## src/rtl/swire_pkg.sv

```systemverilog
package swire_pkg;

    typedef enum logic [3:0] {
        S_IDLE,
        S_BREAK,
        S_RECOV,
        S_TX_LOW,
        S_TX_HIGH,
        S_GAP,
        S_RX_WAIT,
        S_RX_LOW,
        S_RX_HIGH
    } st_e;

    // durations in microseconds
    localparam int BREAK_US    = 250;
    localparam int RECOV_US    = 60;
    localparam int ONE_LOW_US  = 50;
    localparam int ZERO_LOW_US = 120;
    localparam int CELL_US     = 210;
    localparam int WGAP_US     = 300;
    localparam int RWAIT_US    = 2500;
    localparam int RFIRST_US   = 500;
    localparam int RLOW_US     = 400;
    localparam int RHIGH_US    = 1000;
    localparam int ONE_MAX_US  = 65;

    localparam logic [1:0] ERR_OK     = 2'd0;
    localparam logic [1:0] ERR_NORESP = 2'd1;
    localparam logic [1:0] ERR_LOWTO  = 2'd2;
    localparam logic [1:0] ERR_HIGHTO = 2'd3;

endpackage

```

## src/rtl/swire_sync.sv

```systemverilog
module swire_sync #(
    parameter int STAGES = 2
) (
    input  logic clk,
    input  logic rst,
    input  logic d_i,
    output logic q_o
);
    logic [STAGES-1:0] chain_q;

    always_ff @(posedge clk) begin
        if (rst) chain_q <= '1;
        else     chain_q <= {chain_q[STAGES-2:0], d_i};
    end

    assign q_o = chain_q[STAGES-1];
endmodule

```

## src/rtl/swire_tx_cell.sv

```systemverilog
module swire_tx_cell #(
    parameter int CW     = 8,
    parameter int ONE_T  = 5,
    parameter int ZERO_T = 12,
    parameter int CELL_T = 21
) (
    input  logic          bit_i,
    output logic [CW-1:0] low_o,
    output logic [CW-1:0] high_o
);
    localparam logic [CW-1:0] ONE_L  = CW'(ONE_T);
    localparam logic [CW-1:0] ZERO_L = CW'(ZERO_T);
    localparam logic [CW-1:0] ONE_H  = CW'(CELL_T - ONE_T);
    localparam logic [CW-1:0] ZERO_H = CW'(CELL_T - ZERO_T);

    always_comb begin
        low_o  = bit_i ? ONE_L : ZERO_L;
        high_o = bit_i ? ONE_H : ZERO_H;
    end
endmodule

```

## src/rtl/swire_rx_bit.sv

```systemverilog
module swire_rx_bit #(
    parameter int CW        = 8,
    parameter int ONE_MAX_T = 6
) (
    input  logic [CW-1:0] lcnt_i,
    output logic          bit_o
);
    assign bit_o = (lcnt_i <= CW'(ONE_MAX_T));
endmodule

```

## src/rtl/swire_master.sv

```systemverilog
module swire_master
    import swire_pkg::*;
#(
    parameter int TICK_US = 10
) (
    input  logic       clk,
    input  logic       rst,
    input  logic       tick_en,
    input  logic       req,
    input  logic       wr,
    input  logic [6:0] addr,
    input  logic [7:0] wdata,
    input  logic       line_in,
    output logic       line_oe,
    output logic       busy,
    output logic       done,
    output logic [1:0] err,
    output logic [7:0] rdata
);
    localparam int BRK_T   = BREAK_US / TICK_US;
    localparam int REC_T   = RECOV_US / TICK_US;
    localparam int ONE_T   = ONE_LOW_US / TICK_US;
    localparam int ZERO_T  = ZERO_LOW_US / TICK_US;
    localparam int CELL_T  = CELL_US / TICK_US;
    localparam int GAP_T   = WGAP_US / TICK_US;
    localparam int WAIT_T  = RWAIT_US / TICK_US;
    localparam int FIRST_T = RFIRST_US / TICK_US;
    localparam int LOWTO_T = RLOW_US / TICK_US;
    localparam int HIGH_T  = RHIGH_US / TICK_US;
    localparam int OMAX_T  = ONE_MAX_US / TICK_US;
    localparam int CW      = $clog2(WAIT_T + 1);

    typedef struct packed {
        st_e          st;
        logic [CW-1:0] cnt;
        logic [CW-1:0] aux;
        logic [7:0]   sh;
        logic [3:0]   nbit;
        logic         data_ph;
        logic [7:0]   cmd;
        logic [7:0]   wbyte;
        logic [7:0]   rx;
        logic         oe;
        logic         req_tag;
        logic         ack_tag;
        logic         done;
        logic [1:0]   err;
        logic [7:0]   rdata;
    } regs_t;

    regs_t q, d;

    logic          line_s;
    logic [CW-1:0] cell_low, cell_high;
    logic          rx_bit;
    logic          last;
    logic          go_cell;
    logic          finish;
    logic [1:0]    fin_code;

    swire_sync #(.STAGES(2)) u_sync (
        .clk (clk),
        .rst (rst),
        .d_i (line_in),
        .q_o (line_s)
    );

    swire_tx_cell #(
        .CW(CW), .ONE_T(ONE_T), .ZERO_T(ZERO_T), .CELL_T(CELL_T)
    ) u_cell (
        .bit_i  (q.sh[0]),
        .low_o  (cell_low),
        .high_o (cell_high)
    );

    swire_rx_bit #(.CW(CW), .ONE_MAX_T(OMAX_T)) u_rxbit (
        .lcnt_i (q.aux),
        .bit_o  (rx_bit)
    );

    assign last = (q.cnt == CW'(1));

    always_comb begin
        d        = q;
        d.done   = 1'b0;
        go_cell  = 1'b0;
        finish   = 1'b0;
        fin_code = ERR_OK;

        // accept a request only when no transaction is pending
        if (req && (q.req_tag == q.ack_tag)) begin
            d.req_tag = ~q.req_tag;
            d.cmd     = {wr, addr};
            d.wbyte   = wdata;
        end

        if (tick_en) begin
            unique case (q.st)
                S_IDLE: begin
                    if (q.req_tag != q.ack_tag) begin
                        d.st  = S_BREAK;
                        d.cnt = CW'(BRK_T);
                        d.oe  = 1'b1;
                    end
                end
                S_BREAK: begin
                    if (last) begin
                        d.st      = S_RECOV;
                        d.cnt     = CW'(REC_T);
                        d.oe      = 1'b0;
                        d.sh      = q.cmd;
                        d.nbit    = 4'd8;
                        d.data_ph = 1'b0;
                    end else begin
                        d.cnt = q.cnt - 1'b1;
                    end
                end
                S_RECOV, S_GAP: begin
                    if (last) go_cell = 1'b1;
                    else      d.cnt   = q.cnt - 1'b1;
                end
                S_TX_LOW: begin
                    if (last) begin
                        d.st  = S_TX_HIGH;
                        d.cnt = q.aux;
                        d.oe  = 1'b0;
                    end else begin
                        d.cnt = q.cnt - 1'b1;
                    end
                end
                S_TX_HIGH: begin
                    if (!last) begin
                        d.cnt = q.cnt - 1'b1;
                    end else if (q.nbit != 4'd0) begin
                        go_cell = 1'b1;
                    end else if (q.data_ph) begin
                        finish = 1'b1;
                    end else if (q.cmd[7]) begin
                        d.st      = S_GAP;
                        d.cnt     = CW'(GAP_T);
                        d.sh      = q.wbyte;
                        d.nbit    = 4'd8;
                        d.data_ph = 1'b1;
                    end else begin
                        d.st   = S_RX_WAIT;
                        d.cnt  = CW'(WAIT_T);
                        d.nbit = 4'd8;
                    end
                end
                S_RX_WAIT: begin
                    if (!line_s) begin
                        d.st  = S_RX_LOW;
                        d.aux = CW'(1);
                        d.cnt = CW'(FIRST_T);
                    end else if (last) begin
                        finish   = 1'b1;
                        fin_code = ERR_NORESP;
                    end else begin
                        d.cnt = q.cnt - 1'b1;
                    end
                end
                S_RX_LOW: begin
                    if (line_s) begin
                        d.rx = {rx_bit, q.rx[7:1]};
                        if (q.nbit == 4'd1) begin
                            finish  = 1'b1;
                            d.rdata = {rx_bit, q.rx[7:1]};
                        end else begin
                            d.nbit = q.nbit - 4'd1;
                            d.st   = S_RX_HIGH;
                            d.cnt  = CW'(HIGH_T);
                        end
                    end else begin
                        d.aux = q.aux + 1'b1;
                        if (last) begin
                            finish   = 1'b1;
                            fin_code = ERR_LOWTO;
                        end else begin
                            d.cnt = q.cnt - 1'b1;
                        end
                    end
                end
                S_RX_HIGH: begin
                    if (!line_s) begin
                        d.st  = S_RX_LOW;
                        d.aux = CW'(1);
                        d.cnt = CW'(LOWTO_T);
                    end else if (last) begin
                        finish   = 1'b1;
                        fin_code = ERR_HIGHTO;
                    end else begin
                        d.cnt = q.cnt - 1'b1;
                    end
                end
                default: d.st = S_IDLE;
            endcase
        end

        if (go_cell) begin
            d.st   = S_TX_LOW;
            d.cnt  = cell_low;
            d.aux  = cell_high;
            d.oe   = 1'b1;
            d.sh   = q.sh >> 1;
            d.nbit = q.nbit - 4'd1;
        end

        if (finish) begin
            d.st      = S_IDLE;
            d.oe      = 1'b0;
            d.ack_tag = q.req_tag;
            d.done    = 1'b1;
            d.err     = fin_code;
        end
    end

    always_ff @(posedge clk) begin
        if (rst) begin
            q    <= '0;
            q.st <= S_IDLE;
        end else begin
            q <= d;
        end
    end

    assign line_oe = q.oe;
    assign busy    = q.req_tag ^ q.ack_tag;
    assign done    = q.done;
    assign err     = q.err;
    assign rdata   = q.rdata;
endmodule

```

## config.mk

```make
export PLATFORM = sky130hd
export DESIGN_NAME = swire_master
export DESIGN_NICKNAME = d
export VERILOG_FILES = /design/src/rtl/swire_pkg.sv /design/src/rtl/swire_sync.sv /design/src/rtl/swire_tx_cell.sv /design/src/rtl/swire_rx_bit.sv /design/src/rtl/swire_master.sv
export SDC_FILE = /design/constraint.sdc
export NUM_CORES = 1
export LEC_CHECK = 0
export BUFFER_PORTS_ARGS = -buffer_cell sky130_fd_sc_hd__buf_2
export CAP_MARGIN = 20
export CORE_MARGIN = 1.5
export CORE_UTILIZATION = 60
export DETAILED_ROUTE_END_ITERATION = 8
export PLACE_DENSITY = 0.84
export SKIP_LAST_GASP = 1
export SYNTH_ARGS = -nofsm -noshare
export SYNTH_HDL_FRONTEND = slang
export SYNTH_SLANG_ARGS = --single-unit
export TNS_END_PERCENT = 20
```

## constraint.sdc

```tcl
create_clock -name clk -period 6.65 [get_ports clk]
set_clock_uncertainty 0.1 [all_clocks]
set_input_delay 0.665 -clock clk [delete_from_list [all_inputs] [get_ports clk]]
set_output_delay 0.665 -clock clk [all_outputs]
set_load 0.01 [all_outputs]
```

==> results of run 1 <==
[cell usage after synthesis (3+ instances only)]
master / n
sky130_fd_sc_hd__nor2_2: 4
sky130_fd_sc_hd__dfxtp_1: 72
sky130_fd_sc_hd__nand4_1: 4
sky130_fd_sc_hd__a21oi_1: 36
sky130_fd_sc_hd__ha_1: 7
sky130_fd_sc_hd__inv_1: 21
sky130_fd_sc_hd__clkbuf_1: 20
sky130_fd_sc_hd__xnor2_1: 3
sky130_fd_sc_hd__o21ai_0: 24
sky130_fd_sc_hd__a211oi_1: 7
sky130_fd_sc_hd__buf_4: 16
sky130_fd_sc_hd__a32oi_1: 3
sky130_fd_sc_hd__and3_1: 4
sky130_fd_sc_hd__nand2b_1: 12
sky130_fd_sc_hd__nand3b_1: 4
sky130_fd_sc_hd__a31oi_1: 19
sky130_fd_sc_hd__mux2i_1: 17
sky130_fd_sc_hd__xor2_1: 9
sky130_fd_sc_hd__nor3b_1: 5
sky130_fd_sc_hd__nor2b_1: 6
sky130_fd_sc_hd__buf_6: 3
sky130_fd_sc_hd__a311oi_1: 4
sky130_fd_sc_hd__a2bb2oi_1: 3
sky130_fd_sc_hd__buf_2: 5
sky130_fd_sc_hd__nand3_1: 8
sky130_fd_sc_hd__o211ai_1: 9
sky130_fd_sc_hd__o21ai_1: 6
sky130_fd_sc_hd__nor3_1: 14
sky130_fd_sc_hd__nand2_1: 70
sky130_fd_sc_hd__nor2_1: 46
[per-layer routing]
layer / vias to the layer above / part of all wire / track usage
li1: 1918 / - / -
met1: 1880 / 0.44 / 0.405
met2: 176 / 0.45 / 0.443
met3: 31 / 0.079 / 0.0716
met4: 0 / 0.033 / 0.131
met5: - / 0 / 0
[metrics by stage]
step	total power, mW	setup WS, ns	cell area (um^2)
after CTS	1.40	3.61	4570
after global placement	1.05	3.71	4380
after floorplan	0.955	4.19	4340
final	1.41	3.56	4570
after global routing	1.49	3.35	4570
after detailed placement	1.06	3.62	4380
[area by class of cell]
type / count / area (um^2) / share of cell area
sequential: 72 / 1440 / 0.315
clock inverter: 6 / 68.8 / 0.0151
clock buffer: 10 / 128 / 0.0279
inverter: 22 / 85.1 / 0.0186
timing repair buffer: 36 / 188 / 0.0411
multi-input combinational: 395 / 2540 / 0.556
tap: 96 / 120 / 0.0263
[worst max-delay path, cell delays in order (launching register included)]
cell	delay, ns
sky130_fd_sc_hd__dfxtp_1	1.00
sky130_fd_sc_hd__or4b_1	0.72
sky130_fd_sc_hd__nor2_8	0.22
sky130_fd_sc_hd__o211a_4	0.38
sky130_fd_sc_hd__or2_1	0.29
sky130_fd_sc_hd__nor2_1	0.09
sky130_fd_sc_hd__a211oi_2	0.22
[state kept, by name, indices dropped and copies added (netlist names)]
register	flops
u_sync.chain_q	2
q	58
rdata	8
done	1
err	2
line_oe	1
[power breakdown]
group	internal, mW	total, mW	switching, mW	leakage [nW]
clock network	0.175	0.348	0.172	0.0968
logic	0.207	0.544	0.337	1.06
registers	0.459	0.521	0.0617	0.584
total	0.841	1.41	0.572	1.74
[kinds of logic (layout without fill, tap and decap cells)]
family	count (synthesis)	count (layout)	synth area share
compound gates	150	150	0.244
mux	18	18	0.0418
fa+ha+maj	7	7	0.0202
buf+inv	69	74	0.0817
simple gates	208	208	0.255
xor+xnor	12	12	0.0242
flops	72	72	0.332
[placed cells by master (no fill, tap or decap), drive strengths merged, types with 4 or more instances in the layout]
cell / instances
and3: 4
a21oi: 36
o21ai: 31
a311oi: 5
o211ai: 11
buf: 36
nor3: 15
nor2b: 6
nand2: 71
nand4: 4
mux2i: 17
xor2: 9
nand2b: 12
dfxtp: 72
nor3b: 6
inv: 23
nand3b: 4
nor2: 51
a211oi: 9
nor4: 4
a31oi: 19
ha: 7
clkbuf: 10
or2: 4
nand3: 8
[final timing paths]
check,endpoint,slack (ns),cells past startpoint
setup / recovery,q[52]$_SDFFE_PP0P_,3.56,6
setup reg to reg,q[52]$_SDFFE_PP0P_,3.56,6
hold reg to reg,u_sync.chain_q[1]$_SDFF_PP1_,0.34,1
hold / removal,u_sync.chain_q[1]$_SDFF_PP1_,0.34,1
==> results.md, run 1 <==
- The flow ran to the end, and the final reports show no timing, DRC or antenna violations.
- The share of the Yosys chip area taken by registers is 0.332.
- The height of the chip is around 90 um.
- Using the TritonRoute via totals, the vias-per-cell ratio works out to 6.29.
- The synthesized area per cell is between 8 and 9 um^2.
- In this run the cell area of the synthesized design comes to roughly 4300 um^2.
- In this run the post-CTS setup repair buffer count came out at 0.
- The synthesized design spends more area on one cell type than any other, namely sky130_fd_sc_hd__dfxtp_1.
- Relative to the synthesized area, the layout overhead comes to 5.42%.
- The setup total negative slack is 0 ns.
- In this run the power density over the cells is a little over 300 nW/um^2.
- The finished layout holds 637 standard cells, fillers aside.
- In the final layout, the share of cells above drive strength 1 is 0.146.
- The number of nets with antenna violations after routing is 0.
- For this run, the number of Yosys warnings is 0.
- After global routing the overflow that remains totals 0.
- The final critical delay including setup and external delays is between 3 and 4 ns.
- The initial antenna violation count is 0.
- The transition time of the tightest slew-check pin is around 1.1 ns.
- Setup repair after global routing left no endpoint under its margin.
- In this run, post-CTS repair resized a total of 0 instances.
- For this run, the leading register cell type out of synthesis is sky130_fd_sc_hd__dfxtp_1.
- The path type of the worst setup path is flip-flop to flip-flop.
- For the worst setup path, the data arrival time is 3.26 ns.
- The worst hold path belongs to the class flip-flop to flip-flop.
- The total die area is roughly 7700 um^2.
- Counting distinct cell types in the post-synthesis netlist gives 86.
- The final net count is about 560.
- The number of cells in the design after placement is roughly 620.
- During placement, the flow inserted port buffers numbering 33.
- The critical path launch point type is a flip-flop.
- The fraction of the cycle the final worst path needs is 0.465.
- The reg-to-reg startpoint is q[69]$_SDFFE_PP0P_.
- The count of boundary I/O pins is 34.
- In this run the most critical hold path is launched from u_sync.chain_q[0]$_SDFF_PP1_.
- The relative max-transition margin is 0.273.
- The count of hold-fix buffers inserted at cts is 0.
- The clock-pin transition on the worst setup and hold timing paths is 0.08 ns.
- Static timing analysis puts the maximum clock frequency at ~0.32 GHz.
- The first global-routing pass estimated about 18000 um of wire.
- The area fraction of the dominant cell type after synthesis is 0.332.
- The synthesized design contains around 70 register bits.
- The initial core utilization is 0.628.
- The via count of the first global-routing pass is about 3600.
- The die is slightly below 90 um wide.
- In this run the deepest clock path goes through 2 buffers.
- In the post-synthesis netlist, the biggest area contributors are sky130_fd_sc_hd__dfxtp_1 33%, sky130_fd_sc_hd__nand2_1 6.1%, sky130_fd_sc_hd__a21oi_1 4.2%.
- On the final layout, the worst hold slack is between 0.3 and 0.4 ns.
- In this run, synthesis inferred 0 flip-flops with an integrated enable.
- The root buffer cell chosen for the clock tree is sky130_fd_sc_hd__clkbuf_8.
- The congestion estimate from routability-driven global placement came to 0.976.
- In this run, CTS created clock tree buffers numbering 9.
- The DRC violations left is 0.
- Wires add up to ~11000 um.
- The tree built by TritonCTS fans out to just over 70 sinks.
- Clock latency on the worst-skew pair, taken at its later pin, is roughly 0.35 ns.
- The number of H-tree levels is 3.
- Of all flip-flops after synthesis, the portion carrying an async set or reset was 0.
- The placement row count is 30.
- Entering global routing, the biggest net connects 66 pins.
- The core region is a little under 7000 um^2.
- The layout filler cell count is ~590.
- The number of iterations in the first detailed-routing pass is 6.
- The endpoint class of the critical path is a flip-flop.
- Detailed routing inserted a total of between 4000 and 5000 vias.
- Setup violations remaining at the end of the flow were counted as 0.
- The net count of the mapped netlist is roughly 560.
- After the first detailed-routing iteration, the DRC count stood at 449.
- The launching instance or port of the critical path is q[69]$_SDFFE_PP0P_.
- The fraction of the core area covered by cells at the end of the flow is 0.662.
- Along the worst path, the maximum fanout reaches 33.
- Synthesis handed over a netlist of 536 instances.
- The leakage power is approximately 1.7 nW.
- Across every metal layer, demand over resource in global routing totals 0.296.
- The number of max-capacitance violations reported is 0.
- After detailed routing, the average wire length per cell comes to about 17 um.
- At the worst endpoint, the required time is 6.82 ns.
- The count of final hold-check violations is 0.
- The wire-length estimate of the detail-placed layout is roughly 7400 um.
- The number of slew-limit violations in the final report is 0.
- The maximum resistive drop on vdd is about 0.18 mV.
- The TritonCTS clock tree is built.
- The number of diodes added for antenna fixing is 0.
No activity file was read; power rests on OpenSTA's default activity.
==> run 2, diff against run 1 <==
CORE_UTILIZATION = 55   (was 60)
PLACE_DENSITY = 0.81   (was 0.84)
clock period = 2.6 ns   (was 6.65 ns; I/O delays follow)
==> run 2 against run 1 <==
  * Via count increased by 3.4%
  * Register-to-register slack got worse by 3.4 ns
  * Maximum frequency increased by 27%
  * Routed wire length increased by 7.1%
  * Critical path depth increased by 2
  * Global-route usage decreased by 1.1 points
  * Combinational power increased to 2.9 times the previous value
  * First-iteration DRC count decreased by 12%
==> results.md, run 2 (synthesized netlist as in run 1, its figures left out) <==
- The largest fanout on the critical path is 18 (was 33).
- The register bank with the most flops is q (unchanged).
- The pin count of the biggest net entering global routing is 35 (was 66).
- The data required time at the worst endpoint is 2.76 ns (was 6.82 ns).
- The reg-to-reg startpoint is q[59]$_SDFFE_PP0P_ (was q[69]$_SDFFE_PP0P_).
- The area occupied by multi-input gates is 2540 um^2 (about the same).
- The worst slack at placement came to 0.154 ns (was 3.62 ns).
- The TritonCTS clock tree is built (unchanged).
- The total die area is 8430 um^2 (was 7750 um^2).
- The final net count is 590 (was 564).
- The half-perimeter wire length after detailed placement was 8450 um (was 7390 um).
- Chain of cells forming the critical path: ha_1, nor3b_1, and2_2, inv_4, ha_1, nand2b_1, a31o_2, a311oi_1 (was or4b_1, nor2_8, o211a_4, or2_1, nor2_1, a211oi_2).
- The layout filler cell count was 678 (was 589).
- The worst-case setup margin in the final layout came to 0.168 ns (was 3.56 ns).
- The clock tree buffer depth is 2 (unchanged).
- The number of diodes added for antenna fixing is 0 (unchanged).
- The global-route wire length before repair is 19100 um (was 17800 um).
- The clock-pin transition on the worst setup and hold timing paths was 0.08 ns (about the same).
- The critical path arrival was 2.60 ns (was 3.26 ns).
- The total global routing track utilization was 0.284 (was 0.296).
- The setup total negative slack is 0 ns (unchanged).
- The final cell count without fillers is 669 (was 637).
- The launching instance or port of the critical path was q[59]$_SDFFE_PP0P_ (was q[69]$_SDFFE_PP0P_).
- The path type of the worst setup path is flip-flop to flip-flop (unchanged).
- The final critical delay including setup and external delays is 2.43 ns (was 3.09 ns).
- The number of max-capacitance violations reported is 0 (unchanged).
- The start point of the worst min-delay path is addr[2] (was u_sync.chain_q[0]$_SDFF_PP1_).
- The count of input and output buffers is 33 (unchanged).
- The number of cells in the design after placement was 652 (was 621).
- The share of post-route cells with drive strength above 1 is 0.185 (was 0.146).
- The critical path launch point type is a flip-flop (unchanged).
- The number of slew-limit violations in the final report came to 0 (unchanged).
- The per-cell routed wire length is 17.2 um (was 16.9 um).
- The cell area power density is 804 nW/um^2 (was 309 nW/um^2).
- The family with the most delay on the worst path is simple AND/OR/NAND/NOR gates (unchanged).
- The achievable frequency was 0.411 GHz (was 0.324 GHz).
- The placement row count is 32 (was 30).
- The clock latency reported for the late side of the worst-skew pair was 0.35 ns (about the same).
- The CTS buffer count is 9 (unchanged).
- The layout-stage area growth over the synthesis result is 11.0% (was 5.42%).
- The post-CTS setup-driven buffer insertion count was 0 (unchanged).
- The proportion of total power due to net switching is 0.393 (was 0.405).
- The leakage power was 1.88 nW (was 1.74 nW).
- The count of boundary I/O pins was 34 (unchanged).
- The maximum resistive drop on vdd is 0.523 mV (was 0.179 mV).
- The fraction of power consumed by the clock network came to 0.257 (was 0.246).
- The sequential fraction of design power was 0.330 (was 0.369).
- The cell-internal power was 2.35 mW (was 841 uW).
- The floorplan core area was 7690 um^2 (was 6910 um^2).
- The sequential cell area is 1440 um^2 (unchanged).
- The weighted congestion at the end of routability-driven global placement was 1.01 (was 0.976).
- The number of H-tree levels came to 3 (unchanged).
- The delay contributed by the slowest stage of the critical path is 0.42 ns (was 1.00 ns).
- The sink count of the clock tree is 72 (unchanged).
- The endpoint class of the critical path was a flip-flop (unchanged).
- The fraction of the core area covered by cells at the end of the flow came to 0.626 (was 0.662).
- The via density per instance was 6.19 (was 6.29).
- The most numerous cell type found on the critical path is sky130_fd_sc_hd__ha_1.
- The number of nets with antenna violations after routing was 0 (unchanged).
- The via count of the first global-routing pass came to 3840 (was 3588).
- The relative max-transition margin was 0.571 (was 0.273).
- The total number of vias is 4143 (was 4005).
- The initial antenna violation count is 0 (unchanged).
- The buffer type at the clock tree root is sky130_fd_sc_hd__clkbuf_8 (unchanged).
- The master of the slowest instance on the critical path is sky130_fd_sc_hd__dfxtp_1 (unchanged).
- The transition time of the tightest slew-check pin is 0.628 ns (was 1.09 ns).
- The combinational share of power is 0.413 (was 0.385).
- The flip-flop count of the largest register, all copies and words added is 58 (unchanged).
- The initial detailed-routing violation count is 394 (was 449).
- The initial core utilization is 0.564 (was 0.628).
- The horizontal die dimension is 91.8 um (was 88.0 um).
- Unrepaired setup endpoints after global routing: no (unchanged).
- The number of buffer and inverter instances along the worst setup path is 1 (was 0).
- The fraction of the cycle the final worst path needs is 0.936 (was 0.465).
- The leading cell type in the layout, fill and taps excluded is sky130_fd_sc_hd__dfxtp_1 (unchanged).
- The count of final hold-check violations came to 0 (unchanged).
- Result of the run: finished clean (unchanged).
- The number of endpoints failing setup at the final stage is 0 (unchanged).
- The total wire length is 11500 um (was 10800 um).
- The worst hold slack across all endpoints came to 0.0330 ns (was 0.336 ns).
- The height of the chip is 91.8 um (was 88.0 um).
- The class of the most critical hold timing path is input pin to flip-flop (was flip-flop to flip-flop).
- The reported net switching power is 1.52 mW (was 572 uW).
- The number of iterations in the first detailed-routing pass came to 5 (was 6).
- Commonest cells after routing, fill and taps aside: 72 x sky130_fd_sc_hd__dfxtp_1, 70 x sky130_fd_sc_hd__nand2_1, 46 x sky130_fd_sc_hd__nor2_1, 36 x sky130_fd_sc_hd__a21oi_1, 33 x sky130_fd_sc_hd__buf_2 (unchanged).
- The residual overflow from global routing is 0 (unchanged).
- The DRC violations left is 0 (unchanged).
## run 2: cell count changes in the layout (fill, tap and decap cells not counted), sizes merged
cell | previous run | this run
clkinv | 3 | 1
clkinvlp | 1 | 2
dlygate4sd3 | 0 | 1
buf | 36 | 61
bufinv | 1 | 2
## run 2: repair_timing
item | in CTS | in global routing
gates resized for setup | 0 | 1
hold buffers | 1 | 0
setup endpoints to repair | 0 | 8
hold endpoints to repair | 1 | 0
## run 2: path summary, 6_finish.rpt
kind | slack, ns | cells past startpoint | end
worst min register to register | 0.34 | 1 | u_sync.chain_q[1]$_SDFF_PP1_
worst min-delay path | 0.03 | 3 | q[32]$_SDFFE_PP0P_
worst max-delay path | 0.17 | 8 | q[59]$_SDFFE_PP0P_
worst max register to register | 0.17 | 8 | q[59]$_SDFFE_PP0P_
## run 2: per-stage QoR
step | instance area, um^2 | power [mW]
after CTS | 4810 | 3.85
final | 4810 | 3.87
after floorplan | 4340 | 2.44
after detailed placement | 4580 | 2.85
after global placement | 4580 | 2.85
after global routing | 4810 | 4.08
## run 2: final cells by class
cell class | instances | share of cell area
tap | 102 | 0.0265
sequential | 72 | 0.299
clock inverter | 6 | 0.0192
timing repair buffer | 62 | 0.0826
clock buffer | 10 | 0.0265
inverter | 22 | 0.0177
multi-input combinational | 395 | 0.528
## run 2: routing by layer
metal | wire (um) | track usage | vias up | part of all wire
met4 | 365 | 0.128 | 0 | 0.032
met5 | 0 | 0 | - | 0
met2 | 5180 | 0.440 | 225 | 0.45
met1 | 4980 | 0.384 | 1903 | 0.43
li1 | - | - | 1975 | -
met3 | 990 | 0.0539 | 40 | 0.086
## run 2: worst reg2reg max path, cell delays in order (launching register included)
cell and delay [ns]:
sky130_fd_sc_hd__dfxtp_1 0.42, sky130_fd_sc_hd__ha_1 0.25, sky130_fd_sc_hd__nor3b_1 0.29, sky130_fd_sc_hd__and2_2 0.26, sky130_fd_sc_hd__inv_4 0.11, sky130_fd_sc_hd__ha_1 0.29
sky130_fd_sc_hd__nand2b_1 0.14, sky130_fd_sc_hd__a31o_2 0.23, sky130_fd_sc_hd__a311oi_1 0.25
## run 2: power groups by stage
stage | Sequential [mW] | Combinational, mW | Clock (mW)
after global routing | 1.29 | 1.73 | 1.05
after floorplan | 1.26 | 1.19 | 0
after global placement | 1.29 | 1.55 | 0
final | 1.28 | 1.60 | 0.995
after detailed placement | 1.30 | 1.55 | 0
after CTS | 1.28 | 1.56 | 1.01
==> run 3, diff against run 2 <==
CELL_PAD_IN_SITES_DETAIL_PLACEMENT = 1   (was unset)
CELL_PAD_IN_SITES_GLOBAL_PLACEMENT = 2   (was unset)
CORE_UTILIZATION = 33   (was 55)
==> run 3 against run 2 <==
  * Combinational power grew 9%
  * Clock power up 21%
  * Core utilization is 23 points lower
  * Global-route usage is 7.9 points lower
  * Critical path depth did not move
==> results.md, run 3 (synthesized netlist as in run 1, its figures left out) <==
- The final net count is 600 (was 590).
- The height of the chip was 118 um (was 91.8 um).
- Unrepaired setup endpoints after global routing: yes (was no).
- The global-route wire length before repair was 22600 um (was 19100 um).
- The half-perimeter wire length after detailed placement came to 10100 um (was 8450 um).
- The class of the most critical hold timing path is input pin to flip-flop (unchanged).
- The fraction of the cycle the final worst path needs came to 0.945 (was 0.936).
- The number of endpoints failing setup at the final stage is 0 (unchanged).
- The number of slew-limit violations in the final report is 0 (unchanged).
- The per-cell routed wire length is 18.4 um (was 17.2 um).
- The initial core utilization came to 0.341 (was 0.564).
- The via count of the first global-routing pass is 4091 (was 3840).
- The depth of the worst register-to-register path came to 8 (unchanged).
- The initial antenna violation count is 0 (unchanged).
- The clock-pin transition on the worst setup and hold timing paths is 0.07 ns (was 0.08 ns).
- The layout filler cell count is 1596 (was 678).
- The cell area power density is 832 nW/um^2 (was 804 nW/um^2).
- The family with the most delay on the worst path was simple AND/OR/NAND/NOR gates (unchanged).
- The clock tree buffer depth was 2 (unchanged).
- The achievable frequency was 0.407 GHz (was 0.411 GHz).
- The total met2 wirelength after detailed routing came to 6150 um (was 5180 um).
- Result of the run: finished clean (unchanged).
- The delay contributed by the slowest stage of the critical path is 0.46 ns (was 0.42 ns).
- The TritonCTS clock tree is built (unchanged).
- The count of cell instances traversed by the critical path is 8 (unchanged).
- The worst hold slack across all endpoints is 0.0490 ns (was 0.0330 ns).
- The critical path launch point type is a flip-flop (unchanged).
- The buffer type at the clock tree root is sky130_fd_sc_hd__clkbuf_16 (was sky130_fd_sc_hd__clkbuf_8).
- The count of boundary I/O pins is 34 (unchanged).
- The pin count of the biggest net entering global routing came to 28 (was 35).
- The routed wire length on met3 is 713 um (was 990 um).
- The worst hold path cell count came to 3 (unchanged).
- The placement row count is 41 (was 32).
- The maximum resistive drop on vdd is 0.420 mV (was 0.523 mV).
- The worst-case setup margin in the final layout came to 0.142 ns (was 0.168 ns).
- The via density per instance is 5.51 (was 6.19).
- Chain of cells forming the critical path: buf_12, nor4b_4, nand3_1, and4b_1, nor3_1, buf_4, or2_1, a211oi_1 (was ha_1, nor3b_1, and2_2, inv_4, ha_1, nand2b_1, a31o_2, a311oi_1).
- The number of max-capacitance violations reported is 0 (unchanged).
- The total global routing track utilization was 0.205 (was 0.284).
- The sink count of the clock tree is 72 (unchanged).
- The share of post-route cells with drive strength above 1 is 0.205 (was 0.185).
- The total power came to 4.24 mW (was 3.87 mW).
- The fraction of the core area covered by cells at the end of the flow is 0.400 (was 0.626).
- Commonest cells after routing, fill and taps aside: 71 x sky130_fd_sc_hd__dfxtp_1, 70 x sky130_fd_sc_hd__nand2_1, 46 x sky130_fd_sc_hd__nor2_1, 36 x sky130_fd_sc_hd__a21oi_1, 36 x sky130_fd_sc_hd__buf_4 (was 72 x sky130_fd_sc_hd__dfxtp_1, 70 x sky130_fd_sc_hd__nand2_1, 46 x sky130_fd_sc_hd__nor2_1, 36 x sky130_fd_sc_hd__a21oi_1, 33 x sky130_fd_sc_hd__buf_2).
- The total wire length is 13800 um (was 11500 um).
- The clock latency reported for the late side of the worst-skew pair came to 0.35 ns (about the same).
- The number of cells in the design after placement is 727 (was 652).
- The floorplan core area came to 12700 um^2 (was 7690 um^2).
- The critical path arrival is 2.56 ns (was 2.60 ns).
- The total number of vias is 4126 (was 4143).
- The met1 wire length is 6500 um (was 4980 um).
- The data required time at the worst endpoint came to 2.70 ns (was 2.76 ns).
- The number of nets with antenna violations after routing is 0 (unchanged).
- The number of diodes added for antenna fixing was 0 (unchanged).
- The CTS buffer count came to 9 (unchanged).
- The number of iterations in the first detailed-routing pass came to 4 (was 5).
- The largest fanout on the critical path is 27 (was 18).
- The count of final hold-check violations is 0 (unchanged).
- The final cell count without fillers was 749 (was 669).
- The transition time of the tightest slew-check pin is 0.647 ns (was 0.628 ns).
- The leading cell type in the layout, fill and taps excluded is sky130_fd_sc_hd__dfxtp_1 (unchanged).
- The initial detailed-routing violation count is 267 (was 394).
- The leakage power is 1.97 nW (was 1.88 nW).
- The weighted congestion at the end of routability-driven global placement is 0.859 (was 1.01).
- The highest layer used for signal routing is met4 (unchanged).
- The relative max-transition margin was 0.566 (was 0.571).
- The register bank with the most flops is q (unchanged).
- The number of H-tree levels is 3 (unchanged).
- The final critical delay including setup and external delays is 2.46 ns (was 2.43 ns).
- The layout-stage area growth over the synthesis result is 17.4% (was 11.0%).
- The total die area is 13800 um^2 (was 8430 um^2).
- The residual overflow from global routing is 0 (unchanged).
- The horizontal die dimension is 118 um (was 91.8 um).
- The master of the slowest instance on the critical path was sky130_fd_sc_hd__dfxtp_1 (unchanged).
- The worst slack at placement is -0.0815 ns (was 0.154 ns).
- The worst reg-to-reg setup slack is 0.14 ns (was 0.17 ns).
- The endpoint class of the critical path is a flip-flop (unchanged).
- The count of input and output buffers came to 33 (unchanged).
- The DRC violations left came to 0 (unchanged).
- The path type of the worst setup path is flip-flop to flip-flop (unchanged).
- The number of buffer and inverter instances along the worst setup path is 2 (was 1).
- The flip-flop count of the largest register, all copies and words added is 58 (unchanged).
[run 3: area by class of cell]
| cell class | count | area, um^2 | area share |
|---|---|---|---|
| sequential | 72 | 1440 | 0.283 |
| tap | 172 | 215 | 0.0423 |
| multi-input combinational | 395 | 2570 | 0.506 |
| inverter | 22 | 87.6 | 0.0172 |
| clock buffer | 12 | 256 | 0.0504 |
| timing repair buffer | 72 | 485 | 0.0954 |
| clock inverter | 4 | 28.8 | 0.00565 |
[run 3: where the power goes]
group	total [mW]	switching, mW	leakage [nW]	internal, mW
clock network	1.20	0.506	0.135	0.698
logic	1.74	1.03	1.25	0.716
registers	1.29	0.109	0.585	1.18
[run 3: layer usage]
metal | global-route usage | up-vias
met4 | 0.0960 | 0
met1 | 0.288 | 2016
met3 | 0.0315 | 22
li1 | - | 1997
met5 | 0 | -
met2 | 0.308 | 91
[run 3: metrics by stage]
stage / cell area, um^2 / setup TNS [ns]
2_1_floorplan: 4340 / 0
6_report: 5090 / 0
3_3_place_gp: 4710 / -0.344
5_1_grt: 5090 / -0.0309
4_1_cts: 5020 / 0
3_5_place_dp: 4710 / -0.724
[run 3: final timing paths]
kind                           startpoint                      endpoint
max                    q[69]$_SDFFE_PP0P_            q[68]$_SDFFE_PP0P_
min                              wdata[2]            q[24]$_SDFFE_PP0P_
max reg2reg            q[69]$_SDFFE_PP0P_            q[68]$_SDFFE_PP0P_
min reg2reg  u_sync.chain_q[0]$_SDFF_PP1_  u_sync.chain_q[1]$_SDFF_PP1_
[run 3: repair_timing]
action / CTS / global route
gates resized for setup: 2 / 7
pin swaps: 0 / 1
setup buffers: 0 / 5
endpoints found under the setup margin: 26 / 25
hold buffers: 1 / 0
gates cloned: 0 / 0
endpoints found under the hold margin: 1 / 0
[run 3: tightest hold or removal path, delay by kind of cell]
| kind | cells | cell delay [ns] |
|---|---|---|
| and+or+nand+nor | 1 | 0.04 |
| buffers and inverters | 1 | 0.09 |
| AOI/OAI and AO/OA | 1 | 0.05 |
